--- src/rtl/char_lcd_pkg.sv ---
package char_lcd_pkg;

    typedef enum logic [3:0] {
        OP_NONE,
        OP_CLEAR,
        OP_HOME,
        OP_ENTRY,
        OP_DISP,
        OP_SHIFT,
        OP_FUNC,
        OP_CGADR,
        OP_DDADR
    } op_e;

    typedef struct packed {
        logic inc;
        logic sh;
        logic don;
        logic con;
        logic bon;
        logic dl8;
        logic two;
        logic tall;
    } mode_t;

    localparam mode_t MODE_RESET = '{inc: 1'b1, sh: 1'b0, don: 1'b0, con: 1'b0,
                                     bon: 1'b0, dl8: 1'b1, two: 1'b0, tall: 1'b0};

endpackage

--- src/rtl/lcd_cmd_decode.sv ---
module lcd_cmd_decode
    import char_lcd_pkg::*;
(
    input  logic [7:0] code,
    output op_e        op,
    output logic       long_op
);

    always_comb begin
        casez (code)
            8'b1???????: op = OP_DDADR;
            8'b01??????: op = OP_CGADR;
            8'b001?????: op = OP_FUNC;
            8'b0001????: op = OP_SHIFT;
            8'b00001???: op = OP_DISP;
            8'b000001??: op = OP_ENTRY;
            8'b0000001?: op = OP_HOME;
            8'b00000001: op = OP_CLEAR;
            default:     op = OP_NONE;
        endcase
        long_op = (op == OP_CLEAR) || (op == OP_HOME);
    end

endmodule

--- src/rtl/lcd_busy_timer.sv ---
module lcd_busy_timer #(
    parameter int LONG_CLKS  = 410,
    parameter int SHORT_CLKS = 10
) (
    input  logic clk,
    input  logic rst_n,
    input  logic start,
    input  logic long_sel,
    output logic busy
);

    localparam int CW = $clog2(LONG_CLKS + 1);

    logic [CW-1:0] cnt_d, cnt_q;

    always_comb begin
        cnt_d = cnt_q;
        if (start) begin
            cnt_d = long_sel ? CW'(LONG_CLKS) : CW'(SHORT_CLKS);
        end else if (cnt_q != '0) begin
            cnt_d = cnt_q - 1'b1;
        end
    end

    always_ff @(posedge clk or negedge rst_n) begin
        if (!rst_n) cnt_q <= '0;
        else        cnt_q <= cnt_d;
    end

    assign busy = (cnt_q != '0);

    AST_BUSY_COUNTDOWN: assert property (@(posedge clk) disable iff (!rst_n)
        (cnt_q != '0) |=> (cnt_q == $past(cnt_q) - 1'b1));
    AST_NO_START_WHILE_BUSY: assert property (@(posedge clk) disable iff (!rst_n)
        start |-> (cnt_q == '0));

endmodule

--- src/rtl/lcd_ram_bank.sv ---
module lcd_ram_bank #(
    parameter int DW       = 8,
    parameter int DD_DEPTH = 80,
    parameter int CG_DEPTH = 64,
    parameter int DD_IW    = 7,
    parameter int CG_AW    = 6,
    parameter logic [7:0] BLANK = 8'h20
) (
    input  logic             clk,
    input  logic             rst_n,
    input  logic             clear,
    input  logic             we,
    input  logic             sel_cg,
    input  logic [DD_IW-1:0] dd_idx,
    input  logic             dd_ok,
    input  logic [CG_AW-1:0] cg_idx,
    input  logic [DW-1:0]    wdata,
    output logic [DW-1:0]    rdata
);

    logic [DW-1:0] dd_d [DD_DEPTH];
    logic [DW-1:0] dd_q [DD_DEPTH];
    logic [DW-1:0] cg_d [CG_DEPTH];
    logic [DW-1:0] cg_q [CG_DEPTH];

    always_comb begin
        dd_d = dd_q;
        cg_d = cg_q;
        if (clear) begin
            for (int i = 0; i < DD_DEPTH; i++) dd_d[i] = DW'(BLANK);
        end else if (we) begin
            if (sel_cg)     cg_d[cg_idx] = wdata;
            else if (dd_ok) dd_d[dd_idx] = wdata;
        end
    end

    always_ff @(posedge clk or negedge rst_n) begin
        if (!rst_n) begin
            for (int i = 0; i < DD_DEPTH; i++) dd_q[i] <= DW'(BLANK);
            for (int j = 0; j < CG_DEPTH; j++) cg_q[j] <= '0;
        end else begin
            dd_q <= dd_d;
            cg_q <= cg_d;
        end
    end

    always_comb begin
        if (sel_cg)     rdata = cg_q[cg_idx];
        else if (dd_ok) rdata = dd_q[dd_idx];
        else            rdata = '0;
    end

    AST_CLEAR_NOT_WRITE: assert property (@(posedge clk) disable iff (!rst_n)
        clear |-> !we);

endmodule

--- src/rtl/char_lcd_exec.sv ---
module char_lcd_exec
    import char_lcd_pkg::*;
#(
    parameter int AW         = 7,
    parameter int DW         = 8,
    parameter int DD_DEPTH   = 80,
    parameter int CG_DEPTH   = 64,
    parameter int LINE_LEN   = 40,
    parameter int LINE2_BASE = 64,
    parameter int LONG_CLKS  = 410,
    parameter int SHORT_CLKS = 10
) (
    input  logic          clk,
    input  logic          rst_n,
    input  logic          acc_valid,
    input  logic          acc_rs,
    input  logic          acc_rd,
    input  logic [7:0]    acc_byte,
    output logic [DW-1:0] rd_data,
    output logic          busy,
    output logic [AW-1:0] addr_ctr,
    output logic [AW-1:0] shift_ofs,
    output logic          cg_select,
    output logic          inc_mode,
    output logic          auto_shift,
    output logic          disp_on,
    output logic          cursor_on,
    output logic          blink_on,
    output logic          bus_8bit,
    output logic          two_line,
    output logic          tall_font
);

    localparam int CG_AW = $clog2(CG_DEPTH);
    localparam int DD_IW = $clog2(DD_DEPTH);
    localparam logic [AW-1:0] DD_LAST  = AW'(DD_DEPTH - 1);
    localparam logic [AW-1:0] L1_LAST  = AW'(LINE_LEN - 1);
    localparam logic [AW-1:0] L2_FIRST = AW'(LINE2_BASE);
    localparam logic [AW-1:0] L2_LAST  = AW'(LINE2_BASE + LINE_LEN - 1);
    localparam logic [AW-1:0] LLEN     = AW'(LINE_LEN);
    localparam logic [AW-1:0] DDEP     = AW'(DD_DEPTH);

    typedef struct packed {
        logic [AW-1:0] ac;
        logic [AW-1:0] ofs;
        logic          cg;
        mode_t         mode;
        logic [DW-1:0] rd;
    } state_t;

    state_t st_d, st_q;

    op_e              op;
    logic             long_op;
    logic             is_status, take, ram_we, ram_clear;
    logic [DW-1:0]    ram_rdata;
    logic [DD_IW-1:0] dd_idx;
    logic             dd_ok;
    logic [AW-1:0]    dd_off;
    logic             dd_line2;

    function automatic logic [AW-1:0] ac_step(input logic [AW-1:0] a, input logic up,
                                              input logic cg, input logic two);
        logic [CG_AW-1:0] c;
        logic [AW-1:0]    r;
        c = a[CG_AW-1:0];
        if (cg) begin
            c = up ? c + 1'b1 : c - 1'b1;
            r = AW'(c);
        end else if (two) begin
            if (up) r = (a == L1_LAST) ? L2_FIRST : (a == L2_LAST) ? '0 : a + 1'b1;
            else    r = (a == '0) ? L2_LAST : (a == L2_FIRST) ? L1_LAST : a - 1'b1;
        end else begin
            if (up) r = (a >= DD_LAST) ? '0 : a + 1'b1;
            else    r = (a == '0) ? DD_LAST : a - 1'b1;
        end
        return r;
    endfunction

    function automatic logic [AW-1:0] ofs_step(input logic [AW-1:0] o, input logic left,
                                               input logic two);
        logic [AW-1:0] last;
        last = two ? L1_LAST : DD_LAST;
        if (left) return (o >= last) ? '0 : o + 1'b1;
        else      return ((o == '0) || (o > last)) ? last : o - 1'b1;
    endfunction

    lcd_cmd_decode i_decode (
        .code    (acc_byte),
        .op      (op),
        .long_op (long_op)
    );

    assign is_status = !acc_rs && acc_rd;
    assign take      = acc_valid && !busy && !is_status && (acc_rs || (op != OP_NONE));
    assign ram_we    = take && acc_rs && !acc_rd;
    assign ram_clear = take && !acc_rs && (op == OP_CLEAR);

    lcd_busy_timer #(
        .LONG_CLKS  (LONG_CLKS),
        .SHORT_CLKS (SHORT_CLKS)
    ) i_busy (
        .clk      (clk),
        .rst_n    (rst_n),
        .start    (take),
        .long_sel (!acc_rs && long_op),
        .busy     (busy)
    );

    always_comb begin
        dd_line2 = st_q.mode.two && (st_q.ac >= L2_FIRST);
        dd_off   = dd_line2 ? st_q.ac - L2_FIRST : st_q.ac;
        if (st_q.mode.two) begin
            dd_ok  = dd_off < LLEN;
            dd_idx = dd_line2 ? DD_IW'(dd_off) + DD_IW'(LINE_LEN) : DD_IW'(dd_off);
        end else begin
            dd_ok  = st_q.ac < DDEP;
            dd_idx = DD_IW'(st_q.ac);
        end
    end

    lcd_ram_bank #(
        .DW       (DW),
        .DD_DEPTH (DD_DEPTH),
        .CG_DEPTH (CG_DEPTH),
        .DD_IW    (DD_IW),
        .CG_AW    (CG_AW)
    ) i_ram (
        .clk    (clk),
        .rst_n  (rst_n),
        .clear  (ram_clear),
        .we     (ram_we),
        .sel_cg (st_q.cg),
        .dd_idx (dd_idx),
        .dd_ok  (dd_ok),
        .cg_idx (st_q.ac[CG_AW-1:0]),
        .wdata  (DW'(acc_byte)),
        .rdata  (ram_rdata)
    );

    always_comb begin
        st_d = st_q;
        if (take) begin
            if (acc_rs) begin
                if (acc_rd) st_d.rd = ram_rdata;
                st_d.ac = ac_step(st_q.ac, st_q.mode.inc, st_q.cg, st_q.mode.two);
                if (st_q.mode.sh) st_d.ofs = ofs_step(st_q.ofs, st_q.mode.inc, st_q.mode.two);
            end else begin
                case (op)
                    OP_CLEAR, OP_HOME: begin
                        st_d.ac  = '0;
                        st_d.ofs = '0;
                        st_d.cg  = 1'b0;
                    end
                    OP_ENTRY: begin
                        st_d.mode.inc = acc_byte[1];
                        st_d.mode.sh  = acc_byte[0];
                    end
                    OP_DISP: begin
                        st_d.mode.don = acc_byte[2];
                        st_d.mode.con = acc_byte[1];
                        st_d.mode.bon = acc_byte[0];
                    end
                    OP_SHIFT: begin
                        if (acc_byte[3]) st_d.ofs = ofs_step(st_q.ofs, !acc_byte[2], st_q.mode.two);
                        else             st_d.ac  = ac_step(st_q.ac, acc_byte[2], st_q.cg, st_q.mode.two);
                    end
                    OP_FUNC: begin
                        st_d.mode.dl8  = acc_byte[4];
                        st_d.mode.two  = acc_byte[3];
                        st_d.mode.tall = acc_byte[2];
                    end
                    OP_CGADR: begin
                        st_d.ac = AW'(acc_byte[CG_AW-1:0]);
                        st_d.cg = 1'b1;
                    end
                    OP_DDADR: begin
                        st_d.ac = acc_byte[AW-1:0];
                        st_d.cg = 1'b0;
                    end
                    default: ;
                endcase
            end
        end
    end

    always_ff @(posedge clk or negedge rst_n) begin
        if (!rst_n) begin
            st_q.ac   <= '0;
            st_q.ofs  <= '0;
            st_q.cg   <= 1'b0;
            st_q.mode <= MODE_RESET;
            st_q.rd   <= '0;
        end else begin
            st_q <= st_d;
        end
    end

    assign rd_data    = st_q.rd;
    assign addr_ctr   = st_q.ac;
    assign shift_ofs  = st_q.ofs;
    assign cg_select  = st_q.cg;
    assign inc_mode   = st_q.mode.inc;
    assign auto_shift = st_q.mode.sh;
    assign disp_on    = st_q.mode.don;
    assign cursor_on  = st_q.mode.con;
    assign blink_on   = st_q.mode.bon;
    assign bus_8bit   = st_q.mode.dl8;
    assign two_line   = st_q.mode.two;
    assign tall_font  = st_q.mode.tall;

    AST_IGNORE_WHILE_BUSY: assert property (@(posedge clk) disable iff (!rst_n)
        (acc_valid && busy) |=> ($stable(addr_ctr) && $stable(shift_ofs) && $stable(cg_select)
                                 && $stable(rd_data)));
    AST_CG_ADDR_RANGE: assert property (@(posedge clk) disable iff (!rst_n)
        cg_select |-> (addr_ctr < AW'(CG_DEPTH)));
    AST_OFS_RANGE: assert property (@(posedge clk) disable iff (!rst_n)
        shift_ofs < DDEP);
    AST_HOME_ZERO: assert property (@(posedge clk) disable iff (!rst_n)
        (take && !acc_rs && long_op) |=> ((addr_ctr == '0) && (shift_ofs == '0) && !cg_select));
    AST_START_BUSY: assert property (@(posedge clk) disable iff (!rst_n)
        take |=> busy);

endmodule

--- config.mk ---
export PLATFORM = sky130hd
export DESIGN_NAME = char_lcd_exec
export DESIGN_NICKNAME = d
export VERILOG_FILES = /design/src/rtl/char_lcd_pkg.sv /design/src/rtl/lcd_cmd_decode.sv /design/src/rtl/lcd_busy_timer.sv /design/src/rtl/lcd_ram_bank.sv /design/src/rtl/char_lcd_exec.sv
export SDC_FILE = /design/constraint.sdc
export NUM_CORES = 2
export LEC_CHECK = 0
export ABC_AREA = 1
export BUFFER_PORTS_ARGS = -buffer_cell sky130_fd_sc_hd__buf_2
export CAP_MARGIN = 20
export CORE_MARGIN = 3
export CORE_UTILIZATION = 29
export DETAILED_ROUTE_END_ITERATION = 7
export PLACE_DENSITY = 0.42
export SYNTH_ARGS = -nofsm -noshare
export SYNTH_HDL_FRONTEND = slang
export SYNTH_SLANG_ARGS = --single-unit
--- constraint.sdc ---
create_clock -name clk -period 6.6 [get_ports clk]
set_input_delay 0.99 -clock clk [delete_from_list [all_inputs] [get_ports clk]]
set_output_delay 0.99 -clock clk [all_outputs]
set_load 0.01 [all_outputs]
# Word-level counts from Yosys, hierarchy flattened
# Cells that the tools add are included.
[word_totals] out_inout_bits=32 input_bits=13 ff_bits=1192 word_cells=296
[op_classes] eq_ne=22 n_reduce_logical=40 n_bitwise=4 order_cmp=10 mux=54 add_sub_neg=9
[ops] op="640-bit two-way mux" n=4
[ops] op="640-bit bitwise mux" n=1
[ops] op="512-bit bitwise mux" n=1
[ops] op="7-bit two-way mux" n=25
[ops] op="8-bit two-way mux" n=8
[ops] op="8-bit binary-select mux with 7-bit select" n=1
[ops] op="8-bit demux with 7-bit select" n=1
[ops] op="8-bit binary-select mux with 6-bit select" n=1
[ops] op="8-bit demux with 6-bit select" n=1
[ops] op="4-bit one-hot mux with 8 select lines" n=1
[ops] op="7-bit one-hot mux with 4 select lines" n=1
[ops] op="9-bit two-way mux" n=3
[ops] op="3-bit AND reduction" n=8
[ops] op="7-bit >= comparator, second input constant" n=3
[ops] op="4-bit by 3-bit == test with 1-bit output, second input constant" n=4
[ops] op="7-bit by 1-bit adder with 7-bit output, second input constant" n=2
[ops] op="7-bit == test, second input constant" n=2
[ops] op="7-bit zero test" n=2
[ops] op="14-bit two-way mux" n=1
[ops] op="7-bit one-hot mux with 2 select lines" n=1
[ops] op="7-bit by 1-bit subtractor with 7-bit output, second input constant" n=2
[ops] op="1-bit logical AND" n=12
[ops] op="6-bit two-way mux" n=2
[ops] op="9-bit nonzero test" n=1
[ops] op="other kinds (38)" n=51

# Logic depth before layout (Yosys ltp)
[logic_depth] word_depth=16 depth_mapped=19 ltp_nobuf=16

# Modules after synthesis
# From an unflattened synthesis, not the netlist that was laid out.
[hier_totals] hier_cells=7309 area_unflattened_um2=57575.2
[by_module_without_submodules] mod="lcd_ram_bank" n_inst=1 cells_each=6746 seq_area_each_um2=28927.7 area_each_um2=53949.2
[by_module_without_submodules] mod="char_lcd_exec" n_inst=1 cells_each=462 seq_area_each_um2=778.2 area_each_um2=2945.3
[by_module_without_submodules] mod="lcd_busy_timer" n_inst=1 cells_each=71 seq_area_each_um2=225.2 area_each_um2=556.8
[by_module_without_submodules] mod="lcd_cmd_decode" n_inst=1 cells_each=30 seq_area_each_um2=0.0 area_each_um2=123.9

# Worst setup path before layout
# No wires, ideal clock.
[synth_timing] kind="input -> register" start="input acc_byte[2]" end="register st_q (netlist bit shift_ofs[5])" t_arrival_ps=2551 required_ps=6480 cell_stages=12 setup_time_ps=120 slack_ps=3930 n_path_buf=2 path_cell_list="clkbuf_1 > inv_2 > nand2_1 > nor3_1 > nand3_2 > o21ai_0 > o221ai_1 > nor2_1 > buf_2 > nand3_1 > o21ai_0 > inv_1"
[synth_via] elab_chain_cells=6 word_cells_on_any_way=18 classes_between="eq/ne (7); mux (5); reduce/logical (6)"
[synth_lines] element="start, declared" line_no="char_lcd_exec.sv:18" source="input logic [7:0] acc_byte,"
[synth_lines] element="8-bit by 1-bit == test with 1-bit output, or another cell as far along" line_no="lcd_cmd_decode.sv:10" source="casez (code)"
[synth_lines] element="4-bit one-hot mux with 8 select lines" line_no="lcd_cmd_decode.sv:10"
[synth_lines] element="4-bit by 1-bit == test with 1-bit output, or another cell as far along" line_no="char_lcd_exec.sv:149" source="case (op)"
[synth_lines] element="2-bit OR reduction / 1-bit logical OR (equally long branches)" line_no="char_lcd_exec.sv:149, char_lcd_exec.sv:95"
[synth_lines] element="7-bit one-hot mux with 2 select lines, or another cell as far along" line_no="char_lcd_exec.sv:149"
[synth_lines] element="14-bit two-way mux / 4-bit AND reduction (equally long branches)"
[synth_lines] element="end signal, assigned" line_no="char_lcd_exec.sv:195" source="st_q <= st_d;"
[synth_lines] element="end, declared" line_no="char_lcd_exec.sv:51" source="state_t st_d, st_q;"
# Several ways; a longest one is shown, not always the timed one. The select of a mux whose other input is x is not followed.
# A chain may end at the register's enable or synchronous reset.

# Worst setup path in the final report
[layout_timing] start="register st_q (netlist bit addr_ctr[4])" end="register i_ram.dd_q[256] in the netlist's numbering"
[layout_via] elab_chain_cells=16 word_cells_on_any_way=23 classes_between="add/sub (2); order compare (5); mux (11); bitwise (1); reduce/logical (4)"
[layout_lines] element="7-bit >= comparator" line_no="char_lcd_exec.sv:111" source="dd_line2 = st_q.mode.two && (st_q.ac >= L2_FIRST);"
[layout_lines] element="1-bit logical AND" line_no="char_lcd_exec.sv:111"
[layout_lines] element="7-bit two-way mux" line_no="char_lcd_exec.sv:112" source="dd_off = dd_line2 ? st_q.ac - L2_FIRST : st_q.ac;"
[layout_lines] element="7-bit by 6-bit adder with 7-bit output" line_no="char_lcd_exec.sv:115" source="dd_idx = dd_line2 ? DD_IW'(dd_off) + DD_IW'(LINE_LEN) : DD_IW'(dd_off);"
[layout_lines] element="7-bit two-way mux" line_no="char_lcd_exec.sv:115"
[layout_lines] element="7-bit two-way mux" line_no="char_lcd_exec.sv:113" source="if (st_q.mode.two) begin"
[layout_lines] element="7-bit NOT with 8-bit output (implied by the code)" line_no="lcd_ram_bank.sv:33" source="else if (dd_ok) dd_d[dd_idx] = wdata;"
[layout_lines] element="8-bit >= comparator (implied by the code) / 8-bit by 1-bit < comparator with 1-bit output (equally long branches)" line_no="lcd_ram_bank.sv:33"
[layout_lines] element="1-bit logical AND (implied by the code)" line_no="lcd_ram_bank.sv:33"
[layout_lines] element="8-bit two-way mux (implied by the code)" line_no="lcd_ram_bank.sv:33"
[layout_lines] element="8-bit demux with 7-bit select" line_no="lcd_ram_bank.sv:33"
[layout_lines] element="640-bit bitwise mux" line_no="lcd_ram_bank.sv:33"
[layout_lines] element="640-bit two-way mux" line_no="lcd_ram_bank.sv:33"
[layout_lines] element="640-bit two-way mux" line_no="lcd_ram_bank.sv:32" source="if (sel_cg) cg_d[cg_idx] = wdata;"
[layout_lines] element="640-bit two-way mux" line_no="lcd_ram_bank.sv:31" source="end else if (we) begin"
[layout_lines] element="640-bit two-way mux" line_no="lcd_ram_bank.sv:29" source="if (clear) begin"
[layout_lines] element="end signal, assigned" line_no="lcd_ram_bank.sv:42" source="dd_q <= dd_d;"
[layout_lines] element="end, declared" line_no="lcd_ram_bank.sv:22" source="logic [DW-1:0] dd_q [DD_DEPTH];"
# Several ways; a longest one is shown, not always the timed one. The select of a mux whose other input is x is not followed.

==> summary.txt <==
Setup crit start kind = flop
Layout Nets = 7,236
CP max FO = 25
Part of the cycle the worst path needs = 65.0%
YS warnings = 0
Worst setup EP type = flop
Outcome = finished clean
Root Buffer = clkbuf_16
Rel. slew slack = 23.3%
Share of cells above drive strength 1 = 9.60%
Crit path cell chain = inv_2, ha_1, nor2_1, a21oi_1, o21a_1, inv_2, nor2_4, buf_4, nand2_1, nand2_2, inv_1, nand2_1, o21ai_0
Synth cell types = 49
Worst EP arrival = 4.93 ns
Min cycle time layout = 4.29 ns
Remaining Overflow, GRT = 0
FMAX = 0.233 GHz
Max VDD drop = 0.000189 V
Setup Fix Bufs, Post-CTS = 0
Num CTS Buffers = 145
Die height = 453 um
Die width = 453 um
Gp weighted congestion = 0.858
Final wirelength = 218 mm
Avg Cell Area, Syn = 7.85 um^2
Hold Fails Final Rpt = 0
Worst clock skew = 0.0288 ns
Filler cells = 21.4k
Detail-routed via count per cell = 5.01
Residual DRC = 0
Longest Clk Path Bufs = 3
Number of global-route vias before repair = 49.5k
Placeable Area = 198,000 um^2
RSZ-0062 raised after global routing = false
Max_cap viols = 0
LEAKAGE = 29.9 nW
Final Max Slew Viols = 0
FF+latch count, synth = 1,192
TritonCTS clock tree = yes
Number of port buffers = 44
Netlist Area Pre-Place = 57,900 um^2
CP max-delay cell = nor2_4
Worst-Margin Slew = 1.15 ns
Dominant synthesized flop cell = dfrtp_1
IO Count = 45
Syn_nets = 7,400
Die Area = 205,000 um^2
CP max stage delay = 0.76 ns
Hold Crit Class = input port to async pin
Post-place setup slack = 2.29 ns
PostCTS Resize Cnt = 0
Area delta synth->final = 12.7%
Async SR Flop Fraction = 100%
Depth of the CTS H-tree = 4
Grt met3 use = 2.47%
Reg area = 29,900 um^2
Met1 Use GR = 29.7%
Hold slack = 0.169 ns
Crit path kind = flop to flop
Clk Latency, worst-skew pair = 0.79 ns
First-pass GRT wire length = 332 mm
Num rows = 163
Global Route Usage Sum = 21.1%
Setup TNS Final = 0 ns
Hold_buf cts = 0
Clock transition at the registers of the reported paths = 0.06 ns
PwrDens = 255 nW/um^2
Layer with the highest usage = met2
Area of the multi-input gates = 24,400 um^2
Reg2Reg Depth = 13
Setup ws final = 2.31 ns
DRT antenna net count = 0
Dpl hpwl = 133 mm
Setup-failing EPs final = 0
EDFF count, synth = 0
Worst endpoint required time = 7.23 ns
DRT iter0 DRCs = 4,099
Register area share after synthesis = 51.7%
Detailed-route via count = 49.9k
DR pass1 iterations = 6
Met2 usage = 34.0%
Initial core utilization = 29.3%
Largest net degree at the start of global routing = 182
Post-Syn Instances = 7,373
Antenna violations before repair = 4
CTS sink cnt = 1,192
Drt wl/cell = 21.9 um
==> metrics by stage <==
stage	cells	total power [mW]	utilization [%]	area (um^2)
after global routing	9966	17.3	33.0	65200
after detailed placement	9702	8.77	30.6	60500
after floorplan	7373	8.07	-	57900
final	9966	16.6	33.0	65200
after CTS	9964	16.9	33.0	65200
after global placement	9702	8.78	30.6	60500
==> cells in the mapped netlist, types with 2 or more instances <==
| cell type | count | area (um^2) |
|---|---|---|
| nand2_1 | 2652 | 9950 |
| dfrtp_1 | 1110 | 27800 |
| o21ai_0 | 594 | 2970 |
| o21ai_1 | 558 | 2790 |
| nor2_1 | 426 | 1600 |
| inv_1 | 362 | 1360 |
| a21oi_1 | 346 | 1730 |
| clkbuf_1 | 260 | 976 |
| o22ai_1 | 259 | 1620 |
| nand3_1 | 169 | 846 |
| buf_2 | 114 | 571 |
| dfstp_2 | 82 | 2150 |
| inv_2 | 69 | 259 |
| buf_1 | 61 | 229 |
| nand3_4 | 59 | 1030 |
| nand2_2 | 41 | 257 |
| nand4_1 | 31 | 194 |
| or2_2 | 29 | 181 |
| xor2_1 | 15 | 131 |
| ha_1 | 14 | 175 |
| nor3_1 | 14 | 70.1 |
| o211ai_1 | 12 | 90.1 |
| buf_4 | 10 | 75.1 |
| nor2_2 | 8 | 50.1 |
| o21a_1 | 8 | 60.1 |
| a22oi_1 | 7 | 52.6 |
| nand3_2 | 7 | 70.1 |
| nor2_4 | 7 | 78.8 |
| nand3b_1 | 6 | 45.0 |
| buf_12 | 5 | 100 |
| a31oi_1 | 4 | 25.0 |
| and2_1 | 4 | 25.0 |
| o21bai_1 | 4 | 30.0 |
| buf_6 | 3 | 33.8 |
| clkinv_1 | 3 | 11.3 |
| nor4_1 | 3 | 18.8 |
| nand4_4 | 2 | 42.5 |
| nor2_8 | 2 | 40.0 |
| nor3_4 | 2 | 32.5 |
| xnor2_1 | 2 | 17.5 |
==> report_power, final <==
group | internal [mW] | switching (mW) | total, mW
Clock | 4.68 | 3.34 | 8.02
Combinational | 0.213 | 1.07 | 1.28
Sequential | 7.32 | 0.0253 | 7.35
==> path summary, 6_finish.rpt <==
kind	startpoint	end	slack (ns)
max	addr_ctr[4]$_DFFE_PN0P_	i_ram.dd_q[256]$_DFFE_PN0P_	2.31
min reg2reg	i_ram.dd_q[461]$_DFFE_PN1P_	i_ram.dd_q[461]$_DFFE_PN1P_	0.47
max reg2reg	addr_ctr[4]$_DFFE_PN0P_	i_ram.dd_q[256]$_DFFE_PN0P_	2.31
min	rst_n	i_ram.cg_q[282]$_DFFE_PN0P_	0.17
min in group clk	i_ram.dd_q[461]$_DFFE_PN1P_	i_ram.dd_q[461]$_DFFE_PN1P_	0.47
max in group asynchronous	rst_n	i_ram.dd_q[103]$_DFFE_PN0P_	4.71
==> area by class of cell <==
cell class / instances / share of cell area (%)
antenna: 2 / 0.00767
clock buffer: 228 / 6.72
clock inverter: 34 / 0.512
inverter: 435 / 2.58
multi-input combinational: 5292 / 37.4
sequential: 1192 / 45.9
tap: 2640 / 5.06
timing repair buffer: 143 / 1.81
==> layer usage <==
metal / up-vias / part of all wire, %
met5: - / 0.0060
li1: 23800 / -
met3: 304 / 4.2
met1: 24600 / 47
met4: 2 / 3.0
met2: 1221 / 46
==> cell usage in the layout (no fill, tap or decap), types with 11 or more instances in the layout <==
master     Yosys  routed
nand2_1     2652    2647
dfrtp_1     1110    1107
o21ai_0      594     594
o21ai_1      558     558
nor2_1       426     421
inv_1        362     353
a21oi_1      346     346
o22ai_1      259     259
nand3_1      169     167
clkbuf_16      0     148
buf_4         10      84
dfstp_2       82      82
inv_2         69      69
nand3_4       59      59
nand2_2       41      46
clkbuf_1     260      42
buf_2        114      42
clkbuf_8       0      38
nand4_1       31      31
or2_2         29      29
buf_12         5      17
clkinv_2       0      16
inv_6          0      15
xor2_1        15      15
ha_1          14      14
nor3_1        14      12
o211ai_1      12      12
nor2_4         7      11
==> worst max-delay path: cells and delay by family (launching register included) <==
family / cells / cell delay, ns
flip-flops: 1 / 0.50
AND/OR/NAND/NOR: 5 / 1.48
buffers and inverters: 4 / 1.13
AO/OA/AOI/OAI: 3 / 0.77
adder cells (fa/ha/maj): 1 / 0.25
==> cell families after synthesis <==
kind of cell | Yosys count | synth area share, %
AOI/OAI and AO/OA | 1797 | 16.3
xor gates and xnor gates | 18 | 0.285
adders and majority gates | 14 | 0.303
buffers and inverters | 889 | 6.28
DFF | 1192 | 51.7
and+or+nand+nor | 3463 | 25.1
==> registers in the layout, summed over array words and instances (netlist names) <==
name	flops
addr_ctr	7
auto_shift	1
blink_on	1
bus_8bit	1
cg_select	1
cursor_on	1
disp_on	1
i_busy.cnt_q	9
i_ram.cg_q	512
i_ram.dd_q	640
inc_mode	1
rd_data	8
shift_ofs	7
tall_font	1
two_line	1
Power figures use the tool's default switching activity.
